### config.mk
export PLATFORM = sky130hd
export DESIGN_NAME = hv_rail_seq
export DESIGN_NICKNAME = d
export VERILOG_FILES = /design/src/rtl/hv_seq_pkg.sv /design/src/rtl/hv_tick_gen.sv /design/src/rtl/hv_delay_timer.sv /design/src/rtl/hv_cfg_regs.sv /design/src/rtl/hv_rail_seq.sv
export SDC_FILE = /design/constraint.sdc
export NUM_CORES = 1
export LEC_CHECK = 0
export BUFFER_PORTS_ARGS = -buffer_cell sky130_fd_sc_hd__buf_4
export CORE_UTILIZATION = 45
export CTS_CLUSTER_DIAMETER = 100
export CTS_CLUSTER_SIZE = 25
export DETAILED_ROUTE_END_ITERATION = 16
export HOLD_SLACK_MARGIN = 0.12
export PLACE_DENSITY = 0.59
export SLEW_MARGIN = 20
export SYNTH_ARGS = -nofsm -noshare
export SYNTH_HDL_FRONTEND = slang
export SYNTH_SLANG_ARGS = --single-unit
### constraint.sdc
create_clock -name clk -period 6.3 [get_ports clk]
set_clock_uncertainty 0.05 [all_clocks]
set_input_delay 0.63 -clock clk [delete_from_list [all_inputs] [get_ports clk]]
set_output_delay 0.63 -clock clk [all_outputs]
set_load 0.01 [all_outputs]
### src/rtl/hv_seq_pkg.sv
package hv_seq_pkg;
    typedef enum logic [3:0] {
        ST_IDLE, ST_PU_OFS, ST_PU_BIAS, ST_ON,
        ST_ND_WAIT, ST_ND_OFS, ST_ND_RST, ST_DISCH,
        ST_F_DLY1, ST_F_DLY2, ST_F_DONE
    } seq_state_e;

    localparam logic [7:0] ADDR_FAST  = 8'h01;
    localparam logic [7:0] ADDR_FDLY  = 8'h0F;
    localparam logic [7:0] ADDR_GAP1  = 8'h10;
    localparam logic [7:0] ADDR_GAP2  = 8'h11;
endpackage

### src/rtl/hv_tick_gen.sv
module hv_tick_gen #(
    parameter int CLK_PER_US = 200
) (
    input  logic clk,
    input  logic rst_n,
    output logic tick
);
    localparam int PW = (CLK_PER_US > 1) ? $clog2(CLK_PER_US) : 1;
    localparam logic [PW-1:0] LAST = PW'(CLK_PER_US - 1);

    logic [PW-1:0] pre_q;

    always_ff @(posedge clk or negedge rst_n) begin
        if (!rst_n)            pre_q <= '0;
        else if (pre_q == LAST) pre_q <= '0;
        else                   pre_q <= pre_q + 1'b1;
    end

    assign tick = (pre_q == LAST);
endmodule

### src/rtl/hv_delay_timer.sv
module hv_delay_timer #(
    parameter int CNT_W = 20
) (
    input  logic             clk,
    input  logic             rst_n,
    input  logic             load,
    input  logic [CNT_W-1:0] load_val,
    input  logic             tick,
    output logic             expired
);
    logic [CNT_W-1:0] cnt_q;

    always_ff @(posedge clk or negedge rst_n) begin
        if (!rst_n)                  cnt_q <= '0;
        else if (load)               cnt_q <= load_val;
        else if (tick && cnt_q != '0) cnt_q <= cnt_q - 1'b1;
    end

    assign expired = (cnt_q == '0);
endmodule

### src/rtl/hv_cfg_regs.sv
module hv_cfg_regs
    import hv_seq_pkg::*;
(
    input  logic       clk,
    input  logic       rst_n,
    input  logic       we,
    input  logic [7:0] addr,
    input  logic [7:0] wdata,
    output logic       fast_en,
    output logic [3:0] fdly1,
    output logic [3:0] fdly2,
    output logic [7:0] gap1,
    output logic [7:0] gap2
);
    always_ff @(posedge clk or negedge rst_n) begin
        if (!rst_n) begin
            fast_en <= 1'b1;
            fdly1   <= 4'd7;
            fdly2   <= 4'd0;
            gap1    <= 8'd4;
            gap2    <= 8'd4;
        end else if (we) begin
            unique case (addr)
                ADDR_FAST: fast_en <= wdata[0];
                ADDR_FDLY: begin
                    fdly1 <= wdata[3:0];
                    fdly2 <= wdata[7:4];
                end
                ADDR_GAP1: gap1 <= wdata;
                ADDR_GAP2: gap2 <= wdata;
                default: ;
            endcase
        end
    end
endmodule

### src/rtl/hv_rail_seq.sv
module hv_rail_seq
    import hv_seq_pkg::*;
#(
    parameter int CLK_PER_US  = 200,
    parameter int PU_STEP_US  = 1000,
    parameter int GRACE1_US   = 25000,
    parameter int GRACE2_US   = 10000,
    parameter int DISCH_US    = 1000,
    parameter int FLT_BASE_US = 4,
    parameter int FLT_STEP_US = 73,
    parameter int CNT_W       = 20
) (
    input  logic       clk,
    input  logic       rst_n,
    input  logic       proj_en,
    input  logic       lv_good,
    input  logic       fault,
    input  logic       cfg_we,
    input  logic [7:0] cfg_addr,
    input  logic [7:0] cfg_wdata,
    output logic       en_offset,
    output logic       en_bias,
    output logic       en_reset,
    output logic       discharge,
    output logic       dev_reset_n,
    output logic       irq_n,
    output logic       array_en
);
    localparam logic [CNT_W-1:0] PU_STEP = CNT_W'(PU_STEP_US);
    localparam logic [CNT_W-1:0] F_BASE  = CNT_W'(FLT_BASE_US);
    localparam logic [CNT_W-1:0] F_STEP  = CNT_W'(FLT_STEP_US);

    seq_state_e       st_q, st_d;
    logic             tick, expired, load;
    logic [CNT_W-1:0] load_val;
    logic             fast_en;
    logic [3:0]       fdly1, fdly2;
    logic [7:0]       gap1, gap2;
    logic [2:0]       held_q;
    logic             flt_q;
    logic             hold_entry;

    hv_tick_gen #(.CLK_PER_US(CLK_PER_US)) tick_i (
        .clk(clk), .rst_n(rst_n), .tick(tick)
    );

    hv_delay_timer #(.CNT_W(CNT_W)) tmr_i (
        .clk(clk), .rst_n(rst_n), .load(load), .load_val(load_val),
        .tick(tick), .expired(expired)
    );

    hv_cfg_regs regs_i (
        .clk(clk), .rst_n(rst_n), .we(cfg_we), .addr(cfg_addr),
        .wdata(cfg_wdata), .fast_en(fast_en), .fdly1(fdly1),
        .fdly2(fdly2), .gap1(gap1), .gap2(gap2)
    );

    // Next state and the timer value for the state being entered
    always_comb begin
        st_d = st_q;
        unique case (st_q)
            ST_IDLE:
                if (proj_en && lv_good && !fault) st_d = ST_PU_OFS;
            ST_PU_OFS, ST_PU_BIAS, ST_ON: begin
                if (fault)         st_d = fast_en ? ST_F_DLY1 : ST_ND_WAIT;
                else if (!proj_en) st_d = ST_ND_WAIT;
                else if (expired && st_q == ST_PU_OFS)  st_d = ST_PU_BIAS;
                else if (expired && st_q == ST_PU_BIAS) st_d = ST_ON;
            end
            ST_ND_WAIT:
                if (fault && fast_en) st_d = ST_F_DLY1;
                else if (expired)     st_d = ST_ND_OFS;
            ST_ND_OFS:
                if (fault && fast_en) st_d = ST_F_DLY1;
                else if (expired)     st_d = ST_ND_RST;
            ST_ND_RST:  if (expired) st_d = ST_DISCH;
            ST_F_DLY1:  if (expired) st_d = ST_F_DLY2;
            ST_F_DLY2:  if (expired) st_d = ST_F_DONE;
            ST_DISCH, ST_F_DONE:
                if (!proj_en && !fault) st_d = ST_IDLE;
            default: st_d = ST_IDLE;
        endcase

        load = (st_d != st_q);
        unique case (st_d)
            ST_PU_OFS:  load_val = (CNT_W'(gap1) + 1'b1) * PU_STEP;
            ST_PU_BIAS: load_val = (CNT_W'(gap2) + 1'b1) * PU_STEP;
            ST_ND_WAIT: load_val = CNT_W'(GRACE1_US);
            ST_ND_OFS:  load_val = CNT_W'(GRACE2_US);
            ST_ND_RST:  load_val = CNT_W'(DISCH_US);
            ST_F_DLY1:  load_val = F_BASE + CNT_W'(fdly1) * F_STEP;
            ST_F_DLY2:  load_val = F_BASE + CNT_W'(fdly2) * F_STEP;
            default:    load_val = '0;
        endcase
    end

    assign hold_entry = load && (st_d == ST_ND_WAIT || st_d == ST_F_DLY1);

    // State register, held rail mask and fault latch
    always_ff @(posedge clk or negedge rst_n) begin
        if (!rst_n) begin
            st_q   <= ST_IDLE;
            held_q <= '0;
            flt_q  <= 1'b0;
        end else begin
            st_q <= st_d;
            if (hold_entry) held_q <= {en_reset, en_bias, en_offset};
            if (fault)                  flt_q <= 1'b1;
            else if (st_q == ST_IDLE)   flt_q <= 1'b0;
        end
    end

    // Outputs decoded from the state
    always_comb begin
        {en_reset, en_bias, en_offset} = 3'b000;
        discharge   = 1'b0;
        dev_reset_n = 1'b0;
        array_en    = 1'b0;
        unique case (st_q)
            ST_PU_OFS, ST_ND_OFS, ST_F_DLY2: begin
                en_offset = 1'b1; dev_reset_n = 1'b1; array_en = 1'b1;
            end
            ST_PU_BIAS: begin
                {en_bias, en_offset} = 2'b11; dev_reset_n = 1'b1; array_en = 1'b1;
            end
            ST_ON: begin
                {en_reset, en_bias, en_offset} = 3'b111;
                dev_reset_n = 1'b1; array_en = 1'b1;
            end
            ST_ND_WAIT, ST_F_DLY1: begin
                {en_reset, en_bias, en_offset} = held_q;
                dev_reset_n = 1'b1; array_en = 1'b1;
            end
            ST_ND_RST: array_en = 1'b1;
            ST_DISCH, ST_F_DONE: discharge = 1'b1;
            default: ;
        endcase
    end

    assign irq_n = !flt_q;
endmodule

== After elaboration in Yosys (flattened, before gate mapping) ==
Index checks and enable logic that the tools add are counted.

* Logic and storage cells: 98
* Bits of input ports: 22
* Output and inout port bits: 7
* Register bits after elaboration: 61

* Multiply operators: 4
* Muxes and demuxes: 27
* Eq/ne operators: 23
* $add $sub $neg: 6
* Reductions and logical operators: 28

{| class="wikitable"
|+ Operator list
! kind !! count
|-
| $pmux 19 s7 || 1
|-
| $mux 4 || 14
|-
| $mux 20 || 2
|-
| $mul 9x7->16 const B || 2
|-
| $pmux 4 s8 || 1
|-
| $eq 4x3->1 const B || 7
|-
| $add 3x11->12 const A || 2
|-
| $mul 4x7->11 const B || 2
|-
| $eq 4x4->1 const B || 5
|-
| $logic_not 20->1 || 1
|-
| $reduce_bool 20->1 || 1
|-
| $sub 20x1->20 const B || 1
|-
| $add 8x1->9 const B || 2
|-
| $eq 8x5->1 const B || 2
|-
| $eq 4x2->1 const B || 3
|-
| $add 8x1->8 const B || 1
|-
| $eq 4x1->1 const B || 2
|-
| $eq 8x1->1 const B || 1
|-
| $eq 8x4->1 const B || 1
|-
| $eq 8x8->1 const B || 1
|-
| $logic_and 1x1->1 || 8
|-
| $mux 8 || 1
|-
| $reduce_and 2->1 || 4
|-
| $reduce_or 8->1 || 1
|-
| 11 further kinds || 22
|}

== Logic depth before layout (Yosys ltp) ==
Gate-level depths: netlist (run 1).

* Word-level depth: 10
* Depth in mapped cells: 20
* Mapped depth without buffers: 19

== Cells and area by module ==
From an unflattened synthesis (run 1), not the netlist that was laid out.

* Cells, all modules: 849
* Area total of the unflattened synthesis: 7758.7 um2

{| class="wikitable"
|+ Modules (own cells, without submodules)
! module !! seq. area each (um2) !! cells each !! times used !! area each (um2)
|-
| hv_rail_seq || 200.2 || 587 || 1 || 4941.0
|-
| hv_delay_timer || 500.5 || 165 || 1 || 1411.4
|-
| hv_cfg_regs || 633.1 || 59 || 1 || 1006.0
|-
| hv_tick_gen || 200.2 || 38 || 1 || 400.4
|}

== Least setup slack after synthesis (run 1) ==
OpenSTA, ideal clock, no wires.

* Kind: register to register
* Start point: register regs_i.gap1[2]
* End point: register tmr_i.cnt_q[18]
* Setup time: 130 ps
* Stages on the path, launching flop included: 18
* Arrival: 4834 ps
* Data required time: 6120 ps
* Buffers on the path: 1
* Setup slack: 1286 ps
* Path through: dfstp_2 > clkbuf_1 > nand3_1 > xnor2_1 > inv_1 > fa_1 > fa_1 > fa_1 > fa_1 > inv_1 > ha_1 > o2111a_1 > nor3_1 > or3_1 > a31oi_1 > xnor2_1 > a221oi_1 > a21oi_1

* Word-level cells in the longest chain between the ends: 4

{| class="wikitable"
|+ Ends and longest elaborated chain
! item !! line !! source
|-
| start: declaration || hv_cfg_regs.sv:12 || <nowiki>output logic [7:0] gap1,</nowiki>
|-
| start signal: assignment || hv_cfg_regs.sv:29 || <nowiki>ADDR_GAP1: gap1 <= wdata;</nowiki>
|-
| $add 8x1->9 || hv_rail_seq.sv:86 || <nowiki>ST_PU_OFS: load_val = (CNT_W'(gap1) + 1'b1) * PU_STEP;</nowiki>
|-
| $mul 9x7->16 || hv_rail_seq.sv:86 ||
|-
| $pmux 19 s7 || hv_rail_seq.sv:85 || <nowiki>unique case (st_d)</nowiki>
|-
| $mux 20 || hv_delay_timer.sv:15 || <nowiki>else if (load) cnt_q <= load_val;</nowiki>
|-
| end signal: assignment || hv_delay_timer.sv:15 ||
|-
| end signal: assignment || hv_delay_timer.sv:16 || <nowiki>else if (tick && cnt_q != '0) cnt_q <= cnt_q - 1'b1;</nowiki>
|-
| end: declaration || hv_delay_timer.sv:11 || <nowiki>logic [CNT_W-1:0] cnt_q;</nowiki>
|}

No other way between the ends.
A chain may end at the register's enable or synchronous reset.

== Final worst setup path (run 1) ==
* Start point: register regs_i.gap1[0]
* End point: register tmr_i.cnt_q[17]

The elaborated chain is that of the path after synthesis.

==> metrics.txt, run 1 <==
largest family of logic cells by synthesized area=adder cells; setup TNS=0 ps; slowest CP cell=xnor2_1; I/O Pins=29; Synth async-reset ratio=100.0%; n_diodes=0; Leakage=3.882 nW; top post-synthesis cells by area=dfrtp_1 19%, ha_1 16%, fa_1 12%, xnor2_1 7.2%, mux2_2 4.6%; Mapped Avg Cell Area=9.315 µm²; post-CTS setup buffers=0; critical path fanouts, max=10; core area=15890 µm²; RSZ-0062 raised after global routing=no; Net Sw Frac=44.68%; DRT Wirelength=17.34 mm; Final setup viols=0; WL per Instance=16.84 µm; outcome=finished clean; Root Buffer=clkbuf_16; DIE AREA=16740 µm²; synth cell count leaders=93 x ha_1, 78 x inv_1, 60 x xnor2_1; VDD IR max=0.1793 mV; CP Cell Sequence=ha_1 > nand3_1 > xnor2_1 > ha_1 > inv_1 > fa_1 > fa_1 > fa_1 > inv_1 > ha_1 > a21boi_0 > o211ai_1 > o22ai_1 > o211ai_1 > xnor2_1 > a221oi_1 > a21oi_1; Post-DP HPWL=14.28 mm; first-pass GRT wire length=28.84 mm; Reg2Reg Capture Point=tmr_i.cnt_q[17]; post_cts resized=0; Initial Util=45.98%; Filler cells=approximately 1500; DR vias/cell=5.525; Die W=129.4 µm; sequential power share=approximately 25%; kind of critical path=register to register; Critical Path Source Type=register; total global-route track usage=22.26%; Syn Inst Count=784; Post-Synth Simple-Gate Area=about 17%; Power Dens Cells=286.0 nW/µm²; Util after Layout=50.40%; Worst-Skew Late Latency=340 ps; initial antenna violation count=0; final hold vios=0; Rows=46; CTS Buffer Depth=2; CP Launch Point=regs_i.gap1[0]; mux contribution to synthesized area=5.037%; Pre-antenna DRT Iters=5; Remaining DRCs=0; Comb pwr share=53.5%; period utilization=between 80 and 90%; CTS tree=yes; Ys Warns=0; Cell Int Power=0.001267 W; reg-to-reg startpoint=regs_i.gap1[0]; post-synthesis net count=941; post-route ant nets=0; Setup WS post-layout=slightly above 700 ps; slew of the pin with the lowest slew margin=977.7 ps; total power=0.002290 W; post-layout min period=5586 ps; Initial DRC Count=390; Layout area overhead=9.628%; number of global-route vias before repair=approximately 5700; crit end category=register; most frequent cell after synthesis=ha_1; leading area contributor after synthesis=dfrtp_1; Worst EP arrival=5710 ps; largest net degree at the start of global routing=just over 60; Slew HR=34.75%; Synth Area in Compound Gates=~14%; Total Nets Final=966; die boundary height=129.4 µm; layout cells sized above 1=approximately 13%; Seq/Total Area, Yosys=between 20% and 30%; Most used DFF post-synth=dfrtp_1; Adder-Cell Fraction of Synth Area=~27%; GPL Wtd Cong=~0.88; clock slew at reported path FFs=60 ps; routed vias=5691; max-cap viol count=0; hold buffer count at cts=0; Hold WC Path Type=input port to asynchronous set/reset pin; clock share of power=a little over a fifth; CP max stage delay=680 ps; Post-synth EDFFs=0; flop2flop setup slack=a little over 700 ps; Slew Viols, Final=0; Synth Register Bits=61; Required @ worst endpoint=6420 ps; DP Worst Slack=740.4 ps; Post-Synth XOR/XNOR Area=10.55%; Num CTS Buffers=9; P_sw=between 0.001 and 0.0015 W; worst r2r path cells=17; Sink Count=61; Synth cell types=70; H-tree depth=3; port bufs=28; Synth top area share=18.85%; fmax=approximately 180 MHz; total global routing overflow=0; Mapped Area=7303 µm²
==> how the worst max path moves through the flow <==
stage | to | slack, ps
2_1_floorplan | tmr_i.cnt_q[18] | 1290
3_3_place_gp | tmr_i.cnt_q[17] | 900
3_5_place_dp | tmr_i.cnt_q[18] | 740
4_1_cts | tmr_i.cnt_q[17] | 720
5_1_grt | tmr_i.cnt_q[17] | 310
6_report | tmr_i.cnt_q[17] | 710
==> cell type report <==
type | count | area (µm²) | share of cell area [%]
clock inverter | 7 | 75.07 | 0.9376
multi-input combinational | 627 | 5376 | 67.15
tap | 216 | 270.3 | 3.376
timing repair buffer | 30 | 225.2 | 2.813
sequential | 61 | 1534 | 19.16
inverter | 80 | 300.3 | 3.751
clock buffer | 9 | 225.2 | 2.813
==> power groups by stage <==
stage	combinational, W	sequential, W	clock (W)
after floorplan	0.000982	0.000530	0
after global placement	0.00120	0.000575	0
after detailed placement	0.00122	0.000577	0
after CTS	0.00122	0.000571	0.000502
after global routing	0.00137	0.000586	0.000519
final	0.00122	0.000573	0.000492
==> flip-flops by register name, summed over array words and instances (netlist names) <==
register	count
regs_i.fdly2	4
flt_q	1
tmr_i.cnt_q	20
regs_i.gap2	8
st_q	4
held_q	3
regs_i.fdly1	4
regs_i.gap1	8
regs_i.fast_en	1
tick_i.pre_q	8
==> stage by stage <==
step	cell area (µm²)	hold slack [ps]	cells
after floorplan	7303	284.4	784
after global placement	7706	397.2	1014
after detailed placement	7706	400.0	1014
after CTS	8006	349.4	1030
after global routing	8006	384.4	1030
final	8006	297.7	1030
==> cells in the final DEF, fill, tap and decap left out, types with 6 or more instances in the layout <==
cell type / instances
ha_1: 93
inv_1: 78
xnor2_1: 60
dfrtp_1: 55
nand2_1: 49
nor2_1: 45
fa_1: 42
nand3_1: 31
a21oi_1: 30
mux2_2: 30
buf_4: 30
xor2_1: 28
o21ai_0: 21
nor3_1: 19
and3_1: 16
or3_1: 15
o21a_1: 10
a31oi_1: 9
clkbuf_16: 9
nand2b_1: 8
a211oi_1: 8
nor2b_1: 8
nor4_1: 6
o32ai_1: 6
dfstp_2: 6
==> logic make-up after synthesis <==
| family | Yosys count |
|---|---|
| buf+inv | 96 |
| simple gates | 233 |
| xor+xnor | 88 |
| flops | 61 |
| compound gates | 138 |
| fa+ha+maj | 135 |
| mux | 33 |
==> worst max-delay path: cells and delay by family, from the launching register on <==
family	cells	cell delay (ps)
AOI/OAI and AO/OA	6	1340
xor gates and xnor gates	2	820
adders and majority gates	6	2460
buffers and inverters	2	110
DFF	1	510
and+or+nand+nor	1	130
==> metal layers <==
layer	up-vias	share of wire (%)	routed length (µm)	track usage, %
met1	2744	49	8420	30.71
met5	-	0	0	0
met4	0	1.2	206	5.744
met3	14	3.9	678	3.179
li1	2833	-	-	-
met2	100	46	8039	36.59
Power figures use the tool's default switching activity.
==> run 2: changes to the inputs <==
--- a/config.mk
+++ b/config.mk
@@ -15,4 +15,5 @@
 export SLEW_MARGIN = 20
 export SYNTH_ARGS = -nofsm -noshare
 export SYNTH_HDL_FRONTEND = slang
+export SYNTH_HIERARCHICAL = 1
 export SYNTH_SLANG_ARGS = --single-unit
==> run 2 against run 1 <==
Global-route usage increased by 0.66 points; via count increased by 12%; worst setup slack got worse by 160 ps; core utilization about the same; sequential cell count unchanged; largest power group unchanged; highest routed layer unchanged.
==> metrics.txt, run 2 <==
post_cts resized=0; Die W=roughly 130 µm; reg-to-reg startpoint=regs_i/gap1[0]; footprint of the multi-input gates=5672 µm²; flop2flop setup slack=550 ps; port bufs=28; Rows=47; Syn Inst Count=849; post-synthesis net count=1006; number of global-route vias before repair=6552; DIE AREA=17770 µm²; critical path fanouts, max=9; Synth cell types=a little over 90; Sink Count=between 60 and 70; Hold WC Path Type=input port to asynchronous set/reset pin; final hold vios=0; largest reg by FF count=tmr_i/cnt_q; Ys Warns=6; Slew Viols, Final=0; Cell Int Power=0.001218 W; Power Dens Cells=270.1 nW/µm²; Synth async-reset ratio=100.0%; CTS Buffer Depth=2; Net Sw Frac=between 40 and 50%; Layout area overhead=8.547%; synth cell count leaders=103 x inv_1, 91 x ha_1, 55 x dfrtp_1; Initial Util=46.46%; core area=16700 µm²; clock share of power=20.3%; Slew HR=34.42%; I/O Pins=29; Largest register FFs=20; total global-route track usage=22.93%; Mapped Avg Cell Area=9.139 µm²; Final setup viols=0; Num CTS Buffers=9; Critical Path Source Type=register; Mapped Area=around 7800 µm²; most frequent cells in the layout=103 x inv_1, 91 x ha_1, 55 x dfrtp_1; Worst-Skew Late Latency=340 ps; slew of the pin with the lowest slew margin=980.8 ps; GPL Wtd Cong=0.8869; Root Buffer=clkbuf_16; total global routing overflow=0; Initial DRC Count=353; Comb pwr share=55.4%; largest net degree at the start of global routing=62; crit end category=register; Remaining DRCs=0; post-layout min period=5749 ps; layout cells sized above 1=13.97%; kind of critical path=register to register; outcome=finished clean; hold buffer count at cts=0; Register Area=1534 µm²; P_sw=approximately 0.0011 W; RSZ-0062 raised after global routing=no; worst r2r path cells=18; setup TNS=0 ps; Filler cells=1609; most frequent cell after synthesis=inv_1; n_diodes=0; leading area contributor after synthesis=dfrtp_1; Reg2Reg Capture Point=tmr_i/cnt_q[18]; die boundary height=~130 µm; Post-DP HPWL=~16 mm; VDD IR max=~0.24 mV; Hold Slack=324.8 ps; Leakage=4.003 nW; WL per Instance=17.52 µm; Seq/Total Area, Yosys=19.77%; fmax=about 170 MHz; Required @ worst endpoint=6470 ps; Synth Register Bits=61; initial antenna violation count=0; Post-synth EDFFs=0; DRT Wirelength=19.15 mm; Worst EP arrival=about 5900 ps; commonest non-fill, non-tap cell in the layout=inv_1; Most used DFF post-synth=dfrtp_1; post-CTS setup buffers=0; DR vias/cell=5.806; clock slew at reported path FFs=60 ps; H-tree depth=3; period utilization=91.26%; top post-synthesis cells by area=dfrtp_1 18%, ha_1 15%, fa_1 11%, xnor2_1 5.3%, inv_1 5.0%; post-route ant nets=0; Total Nets Final=~1000; Synth top area share=17.74%; Pre-antenna DRT Iters=5; CTS tree=yes; max-cap viol count=0; routed vias=6346; first-pass GRT wire length=32.60 mm; sequential power share=about a quarter
[run 2: cell count changes after synthesis, moves of 6 or more]
| cell | change |
|---|---|
| nor3_1 | -8 |
| nor2b_1 | +12 |
| clkbuf_1 | +6 |
| xor2_1 | -12 |
| o22ai_1 | +8 |
| xnor2_1 | -13 |
| inv_1 | +25 |
| and3_1 | -10 |
| or3_1 | -11 |
[run 2: worst max-delay path, cell delays in order (launching register included)]
cell and delay [ps]:
dfrtp_1 510, ha_1 310, nand3_1 150, xnor2_1 620, inv_1 200, xnor2_1 270
fa_1 480, fa_1 520, fa_1 540, inv_1 40, ha_1 340, o21a_1 120
o31a_1 140, o41ai_1 470, a31oi_1 180, xnor2_1 180, o22ai_1 90, and2_1 150
a311o_1 260
[run 2: through the flow]
step	setup slack (ps)	power [W]	cell area, µm²	instances	utilization [%]
floorplan	763.0	0.001497	7759	849	-
global placement	754.4	0.001774	8148	1077	48.79
detailed placement	601.9	0.001804	8148	1077	48.79
CTS	569.7	0.002282	8422	1093	50.43
global route	116.2	0.002474	8422	1093	50.43
finish	550.8	0.002275	8422	1093	50.43
[run 2: power groups by stage]
stage / Sequential [W] / Combinational [W] / Clock, W
floorplan: 0.000502 / 0.000995 / 0
global placement: 0.000552 / 0.00122 / 0
detailed placement: 0.000556 / 0.00125 / 0
finish: 0.000553 / 0.00126 / 0.000462
global route: 0.000565 / 0.00142 / 0.000490
CTS: 0.000550 / 0.00126 / 0.000476
[run 2: logic make-up after synthesis]
kind of cell | after synthesis | synth area share [%]
XOR/XNOR | 63 | 7.112
AO/OA/AOI/OAI | 182 | 17.32
flip-flops | 61 | 19.77
other | 1 | 0.04833
AND/OR/NAND/NOR | 240 | 17.87
buffers and inverters | 134 | 7.128
adder cells (fa/ha/maj) | 135 | 26.03
multiplexers | 33 | 4.725
[run 2: routing by layer]
| layer | part of all wire, % | routed length (µm) | track usage [%] | up-vias |
|---|---|---|---|---|
| met5 | 0 | 0 | 0 | - |
| met4 | 2.0 | 375 | 7.008 | 0 |
| met3 | 3.1 | 588 | 2.930 | 23 |
| met2 | 50 | 9553 | 40.51 | 119 |
| met1 | 45 | 8633 | 29.00 | 3124 |
| li1 | - | - | - | 3080 |
[run 2: worst max path at each step]
stage	from	to	cells after the start
2_1_floorplan	regs_i/gap1[2]	tmr_i/cnt_q[17]	20
3_3_place_gp	regs_i/gap2[2]	tmr_i/cnt_q[17]	20
3_5_place_dp	regs_i/gap1[0]	tmr_i/cnt_q[18]	18
4_1_cts	regs_i/gap1[0]	tmr_i/cnt_q[18]	18
5_1_grt	regs_i/gap1[0]	tmr_i/cnt_q[18]	18
6_report	regs_i/gap1[0]	tmr_i/cnt_q[18]	18
[run 2: cell type report]
type | instances | share of cell area, %
multi-input combinational | 654 | 67.35
sequential | 61 | 18.21
inverter | 107 | 4.799
tap | 220 | 3.268
timing repair buffer | 35 | 3.120
clock buffer | 9 | 2.674
clock inverter | 7 | 0.5794
==> run 3: changes to the inputs <==
--- a/config.mk
+++ b/config.mk
@@ -12,6 +12,7 @@
 export DETAILED_ROUTE_END_ITERATION = 16
 export HOLD_SLACK_MARGIN = 0.12
 export PLACE_DENSITY = 0.59
+export REMOVE_ABC_BUFFERS = 1
 export SLEW_MARGIN = 20
 export SYNTH_ARGS = -nofsm -noshare
 export SYNTH_HDL_FRONTEND = slang
==> run 3 against run 2 <==
Global-route usage is 0.078 points higher; critical path depth is 3 higher; combinational power hardly changed; design area is 0.31% higher; core utilization is 0.16 points higher; highest routed layer unchanged; sequential power hardly changed; sequential cell count stayed put.
==> metrics.txt, run 3 (synthesis gave the netlist of run 2 again) <==
commonest non-fill, non-tap cell in the layout=inv_1; Die W=133.3 µm; Root Buffer=clkbuf_16; CTS Buffer Depth=2; period utilization=90.11%; I/O Pins=29; H-tree depth=3; post_cts resized=0; port bufs=28; Power Dens Cells=276.1 nW/µm²; Pre-antenna DRT Iters=5; flop2flop setup slack=between 600 and 700 ps; post-route ant nets=0; clock slew at reported path FFs=60 ps; Slew HR=40.79%; die boundary height=between 100 and 150 µm; most frequent cells in the layout=103 x inv_1, 91 x ha_1, 55 x dfrtp_1; DR vias/cell=5.810; Initial DRC Count=between 400 and 500; Final Instance Count excl. Fillers=roughly 1100; initial antenna violation count=0; Remaining DRCs=0; max-cap viol count=0; Rows=47; critical path fanouts, max=9; Largest register FFs=20; layout cells sized above 1=13.76%; Num CTS Buffers=9; Setup WS post-layout=622.8 ps; fmax=roughly 180 MHz; post-layout min period=5677 ps; Initial Util=a little under half; total global routing overflow=0; CP max stage delay=roughly 530 ps; core area=16700 µm²; DIE AREA=17770 µm²; Sink Count=61; CP Cell Sequence=ha_1 > nand3_1 > or2_2 > xor2_1 > buf_4 > xnor2_1 > inv_1 > ha_1 > fa_1 > inv_1 > fa_1 > inv_1 > ha_1 > ha_1 > a21o_1 > a31o_2 > a41oi_1 > a21oi_1 > xnor2_1 > o22ai_1 > a221o_1; crit end category=register; GPL Wtd Cong=0.9032; VDD IR max=0.2003 mV; final hold vios=0; dpl cells=1077; Post-DP HPWL=15.30 mm; largest net degree at the start of global routing=62; Slew Viols, Final=0; outcome=finished clean; hold buffer count at cts=0; kind of critical path=register to register; routed vias=6345; Util after Layout=50.58%; n_diodes=0; post-CTS setup buffers=0; Worst-Skew Late Latency=340 ps; Worst EP arrival=5840 ps; Hold WC Path Type=input port to asynchronous set/reset pin; total global-route track usage=23.00%; number of global-route vias before repair=6354; WL per Instance=around 18 µm; DP Worst Slack=619.0 ps; RSZ-0062 raised after global routing=no; slowest CP cell=fa_1; Buffers & Inverters on Critical Path=4; Total Nets Final=around 1000; CTS tree=yes; Final setup viols=0; Required @ worst endpoint=6470 ps; DRT Wirelength=19.39 mm; largest reg by FF count=tmr_i/cnt_q; Leakage=4.016 nW; first-pass GRT wire length=32.54 mm; Layout area overhead=8.886%; Critical Path Source Type=register; most frequent CP cell=ha_1; Top delay family on crit path=adder cells; setup TNS=0 ps; slew of the pin with the lowest slew margin=875.8 ps
[run 3: area by class of cell]
type | count | area, µm²
well taps | 220 | 275.3
fillers | 1560 | 8253
flip-flops and latches | 61 | 1534
inverters | 107 | 404.1
repair buffers | 35 | 262.8
clock buffers | 12 | 256.5
clock inverters | 3 | 43.79
multi-input cells | 654 | 5672
[run 3: metrics by stage]
stage / hold slack [ps] / cell area, µm² / power (W)
2_1_floorplan: 284.4 / 7610 / 0.001456
3_3_place_gp: 407.8 / 8148 / 0.001777
3_5_place_dp: 415.5 / 8148 / 0.001807
4_1_cts: 368.9 / 8448 / 0.002334
5_1_grt: 411.4 / 8448 / 0.002518
6_report: 344.8 / 8448 / 0.002333
[run 3: worst reg2reg max path: stages (launching register included)]
cell     delay [ps]
dfrtp_1         510
ha_1            300
nand3_1         130
or2_2           320
xor2_1          140
buf_4           180
xnor2_1         340
inv_1            80
ha_1            300
fa_1            510
inv_1            50
fa_1            530
inv_1            40
ha_1            280
ha_1            360
a21o_1          210
a31o_2          210
a41oi_1         280
a21oi_1         130
xnor2_1         160
o22ai_1         100
a221o_1         350
[run 3: routing by layer]
layer / wire, µm / track usage, % / vias to the layer above
met3: 549 / 2.930 / 17
met4: 361 / 6.629 / 0
met1: 9486 / 31.54 / 3120
met5: 0 / 0 / -
met2: 8988 / 37.91 / 122
li1: - / - / 3086
[run 3: worst paths after layout]
check,to,depth (start not counted),start
setup / recovery,tmr_i/cnt_q[17],21,regs_i/gap1[0]
hold / removal,held_q[0],1,rst_n
setup reg to reg,tmr_i/cnt_q[17],21,regs_i/gap1[0]
hold reg to reg,flt_q,1,flt_q
max in group asynchronous,regs_i/gap1[4],1,rst_n
min in group clk,flt_q,1,flt_q
[run 3: report_power, final]
group / switching, W / internal [W]
registers: 0.000100 / 0.000454
logic: 0.000769 / 0.000499
clock network: 0.000185 / 0.000326
total: 0.00105 / 0.00128
